`config.mk`:
```
export PLATFORM = sky130hd
export DESIGN_NAME = evtimer
export DESIGN_NICKNAME = d
export VERILOG_FILES = /design/src/rtl/evtimer.sv
export SDC_FILE = /design/constraint.sdc
export NUM_CORES = 1
export LEC_CHECK = 0
export BUFFER_PORTS_ARGS = -buffer_cell sky130_fd_sc_hd__buf_2
export CORE_ASPECT_RATIO = 1.5
export CORE_UTILIZATION = 61
export DETAILED_ROUTE_END_ITERATION = 16
export GPL_TIMING_DRIVEN = 0
export PLACE_DENSITY = 0.82
export SLEW_MARGIN = 20
export SYNTH_ARGS = -nofsm -noshare
export SYNTH_HDL_FRONTEND = slang
export SYNTH_SLANG_ARGS = --single-unit
```
`constraint.sdc`:
```
create_clock -name clk -period 3.45 [get_ports clk]
set_input_delay 0.69 -clock clk [delete_from_list [all_inputs] [get_ports clk]]
set_output_delay 0.69 -clock clk [all_outputs]
set_load 0.01 [all_outputs]
```
`src/rtl/evtimer.sv`:
```
`timescale 1ns/1ps
module evtimer #(
  parameter int CW        = 16,
  parameter int MAX_SCALE = 8
) (
  input  logic          clk,
  input  logic          rst_n,
  input  logic          ref_tick,
  input  logic          wr_en,
  input  logic [1:0]    addr,
  input  logic [CW-1:0] wdata,
  output logic [CW-1:0] rdata,
  output logic          irq
);
  localparam int PW      = (MAX_SCALE < 1) ? 1 : MAX_SCALE;
  localparam int B_RUN   = 15;
  localparam int B_F2    = 14;
  localparam int B_F1    = 13;
  localparam int B_M2    = 8;
  localparam int B_M1    = 6;
  localparam logic [1:0] MODE_IRQ = 2'b11;

  logic          run_q, f2_q, f1_q;
  logic [1:0]    m2_q, m1_q;
  logic [3:0]    scale_q;
  logic [PW-1:0] pre_q;
  logic [CW-1:0] cnt_q, cmp1_q, cmp2_q;

  wire setup_wr = wr_en && (addr == 2'd0);
  wire cnt_wr   = wr_en && (addr == 2'd1);

  wire [3:0]    eff_scale = (scale_q > 4'(MAX_SCALE)) ? 4'(MAX_SCALE) : scale_q;
  wire [PW:0]   div       = (PW+1)'(1) << eff_scale;
  wire [PW-1:0] pre_last  = PW'(div - (PW+1)'(1));

  wire          tick   = run_q && ref_tick && (pre_q >= pre_last);
  wire [CW-1:0] cnt_nx = (cnt_q == cmp2_q) ? '0 : cnt_q + 1'b1;
  wire          hit2   = tick && !cnt_wr && (cnt_nx == cmp2_q);
  wire          hit1   = tick && !cnt_wr && (cnt_nx == cmp1_q);

  always_ff @(posedge clk or negedge rst_n) begin
    if (!rst_n) pre_q <= '0;
    else if (!run_q || cnt_wr) pre_q <= '0;
    else if (ref_tick) pre_q <= tick ? '0 : pre_q + 1'b1;
  end

  always_ff @(posedge clk or negedge rst_n) begin
    if (!rst_n) cnt_q <= '0;
    else if (cnt_wr) cnt_q <= wdata;
    else if (tick) cnt_q <= cnt_nx;
  end

  always_ff @(posedge clk or negedge rst_n) begin
    if (!rst_n) begin
      cmp1_q <= '0;
      cmp2_q <= '0;
    end else if (wr_en) begin
      if (addr == 2'd2) cmp1_q <= wdata;
      if (addr == 2'd3) cmp2_q <= wdata;
    end
  end

  always_ff @(posedge clk or negedge rst_n) begin
    if (!rst_n) begin
      run_q   <= 1'b0;
      m2_q    <= '0;
      m1_q    <= '0;
      scale_q <= '0;
    end else if (setup_wr) begin
      run_q   <= wdata[B_RUN];
      m2_q    <= wdata[B_M2+1:B_M2];
      m1_q    <= wdata[B_M1+1:B_M1];
      scale_q <= wdata[3:0];
    end
  end

  always_ff @(posedge clk or negedge rst_n) begin
    if (!rst_n) begin
      f2_q <= 1'b0;
      f1_q <= 1'b0;
    end else begin
      f2_q <= hit2 | (f2_q & ~(setup_wr & wdata[B_F2]));
      f1_q <= hit1 | (f1_q & ~(setup_wr & wdata[B_F1]));
    end
  end

  always_comb begin
    rdata = '0;
    case (addr)
      2'd0: begin
        rdata[B_RUN]         = run_q;
        rdata[B_F2]          = f2_q;
        rdata[B_F1]          = f1_q;
        rdata[B_M2+1:B_M2]   = m2_q;
        rdata[B_M1+1:B_M1]   = m1_q;
        rdata[3:0]           = scale_q;
      end
      2'd1: rdata = cnt_q;
      2'd2: rdata = cmp1_q;
      default: rdata = cmp2_q;
    endcase
  end

  assign irq = (f2_q && (m2_q == MODE_IRQ)) || (f1_q && (m1_q == MODE_IRQ));
endmodule

```
==> run metrics <==
overall power=3090 uW; Data arrival, critical path=3.53 ns; setup ws final=0.167 ns; Detailed Place HPWL=11.4 mm; Initial Util=62.6%; area grow syn2layout=14.5%; Mapped Cells=527; # setup viols final=0; Final min period=3.28 ns; Worst Path Buf+Inv=0; CP startpoint=scale_q[2]; Register-to-Register Path Depth=14; met2 usage=64.9%; Setup TNS=0 ns; Die Height=113 microns; Total Wirelength=15.7 mm; vias per cell=6.75; Fmax achieved=0.305 GHz; crit path to=f1_q; num rows=40; Place WS=-0.466 ns; n_diodes=0; CTS Sinks=67; #FFs+latches synth=67; grt total ovfl=0; Final ANT Viol Nets=0; worst-margin pin slew=0.886 ns; CP cell instances=nor3_4, nand2b_1, ha_1, nor3_1, a21o_1, a32oi_1, ha_1, and3_1, nand2_1, a221oi_4, o21ai_1, nor3_1, o2111ai_1, o31ai_2; via count of the first global-routing pass=4513; Worst R2R Start=scale_q[2]; commonest non-fill, non-tap cell in the layout=dfrtp_1; Final Core Density=71.6%; CTS tree=built; status=complete, no violations; Worst R2R Setup Slack=0.17 ns; startpoint types=flop; clock tree buffer depth=2; CP top delay family=compound AO/OA/AOI/OAI gates; Peak supply drop=0.000353 V; GRT Total Usage=38.4%; crit-path max FO=6; DR iter-0 viols=357; number of enable flip-flop cells after synthesis=0; Syn Area/Cell=9.51 sq um; core area=8010 sq um; First-pass DRT Iterations=5; clk root buf=clkbuf_16; DR WL/cell=22.8 microns; fin crit share=95.2%; met3 usage=7.18%; IO Count=39; Layout Skew=0.00823 ns; Layout fillers=650; I/O Buffers=38; met1 usage=45.2%; layout cells sized above 1=24.1%; global placer's final weighted congestion=0.975; relative slew slack=40.4%; Synth Flop Type=dfrtp_1; Final Hold Fails=0; chip width=76.0 microns; Critical Path RT=3.70 ns; CTS buffer count=9; die footprint=8590 sq um; most frequent cells in the layout=64 x dfrtp_1, 46 x mux2_2, 44 x buf_2; Synth Net Count=560; PD cells=539 nW/um^2; crit path kind=flop to flop; CP peak stage delay=0.46 ns; Max Cap Violations=0; via count=4631; Unique masters post-synth=64; Final nets=610; CP max stage cell=dfrtp_2; Cell Area, Synth=5010 sq um; # DRC=0; RR Endpoint=f1_q; Post-synth ARST share=100%; HP Class=input port to async pin; total number of H-tree levels=3; most used routing layer=met2; clock slew at reported path FFs=0.06 ns; RSZ-0062 raised after global routing=no; LEAKAGE=0.00228 uW; synth warn=0; largest net degree at the start of global routing=36; Slew Viols, Final=0; worst-skew pair later-pin latency=0.34 ns; Setup crit end kind=flop; post-synthesis sequential area ratio=33.5%; instance count on the critical path=14; antenna violations before repair=0; global-route wire length before repair=24.5 mm
registers in the layout, summed over array words and instances, names as in the netlist:
signal,flops
cmp1_q,16
cmp2_q,16
cnt_q,16
pre_q,8
scale_q,4
m1_q,2
m2_q,2
f1_q,1
f2_q,1
run_q,1
cell usage after synthesis, types with 3 or more instances:
library cell,instances,area (sq um)
dfrtp_1,67,1680
mux2_2,46,518
nand2_1,36,135
nor2_1,34,128
xnor2_1,28,245
clkbuf_1,26,97.6
a21oi_1,24,120
nor3_1,21,105
o21ai_0,20,100
nand3_1,18,90.1
o211ai_1,17,128
inv_1,14,52.6
xor2_1,14,123
nand4_1,12,75.1
ha_1,11,138
mux4_2,11,248
nand3b_1,9,67.6
buf_2,7,35.0
nor4_1,7,43.8
and3_1,6,37.5
o22ai_1,6,37.5
a211oi_1,5,37.5
a22o_1,5,43.8
a31oi_1,5,31.3
nor4b_1,5,43.8
buf_1,4,15.0
nand4b_1,4,35.0
xnor3_1,4,90.1
a21o_1,3,22.5
and2_1,3,18.8
nor2b_1,3,18.8
o21a_1,3,22.5
o311ai_0,3,26.3
o31ai_1,3,22.5
or3_1,3,18.8
or4_1,3,22.5
metal layers:
metal	vias to the layer above	wire, microns
li1	2088	-
met1	2264	6040
met2	209	7760
met3	70	927
met4	0	925
met5	-	0
how the worst min path moves through the flow:
stage | startpoint | end | slack, ns
after floorplan | rst_n | cmp1_q[0] | 0.39
after global placement | f2_q | f2_q | 0.51
after detailed placement | m1_q[0] | m1_q[0] | 0.52
after CTS | rst_n | cmp1_q[1] | 0.32
after global routing | rst_n | cmp2_q[1] | 0.34
final | rst_n | cmp2_q[1] | 0.30
what timing repair did:
action / in CTS / in global routing
gates resized for setup: 6 / 11
cloned: 0 / 0
pin swaps: 1 / 2
hold buffers: 0 / 0
setup buffers: 2 / 1
setup endpoints to repair: 31 / 19
per-stage QoR:
| step | hold WS, ns | cells | instance area (sq um) |
|---|---|---|---|
| detailed placement | 0.525 | 671 | 5350 |
| CTS | 0.318 | 686 | 5700 |
| finish | 0.302 | 686 | 5730 |
| floorplan | 0.394 | 527 | 5010 |
| global route | 0.337 | 686 | 5730 |
| global placement | 0.513 | 670 | 5330 |
report_power, final:
group / total (uW) / switching (uW) / internal [uW]
sequential: 1090 / 178 / 913
combinational: 1010 / 533 / 472
clock: 994 / 349 / 645
total: 3090 / 1060 / 2030
final cells by class:
cell class                 count  area (sq um)  area share (%)
sequential                    67          1680            29.3
buffer                        35           151            2.64
clock buffer                  10           239            4.17
clock inverter                 5          77.6            1.35
tap                          105           131            2.29
multi-input combinational    408          3170            55.2
inverter                      14          52.6           0.916
timing repair buffer          42           235            4.10
kinds of logic after synthesis:
logic type               count (synthesis)  synth area share (%)
adder cells (fa/ha/maj)                 11                  2.75
buffers and inverters                   52                  4.22
AO/OA/AOI/OAI                          117                  15.9
multiplexers                            59                  15.7
flip-flops                              67                  33.5
AND/OR/NAND/NOR                        175                  18.8
XOR/XNOR                                46                  9.14
Note: power is estimated with default switching activity, not from simulation.
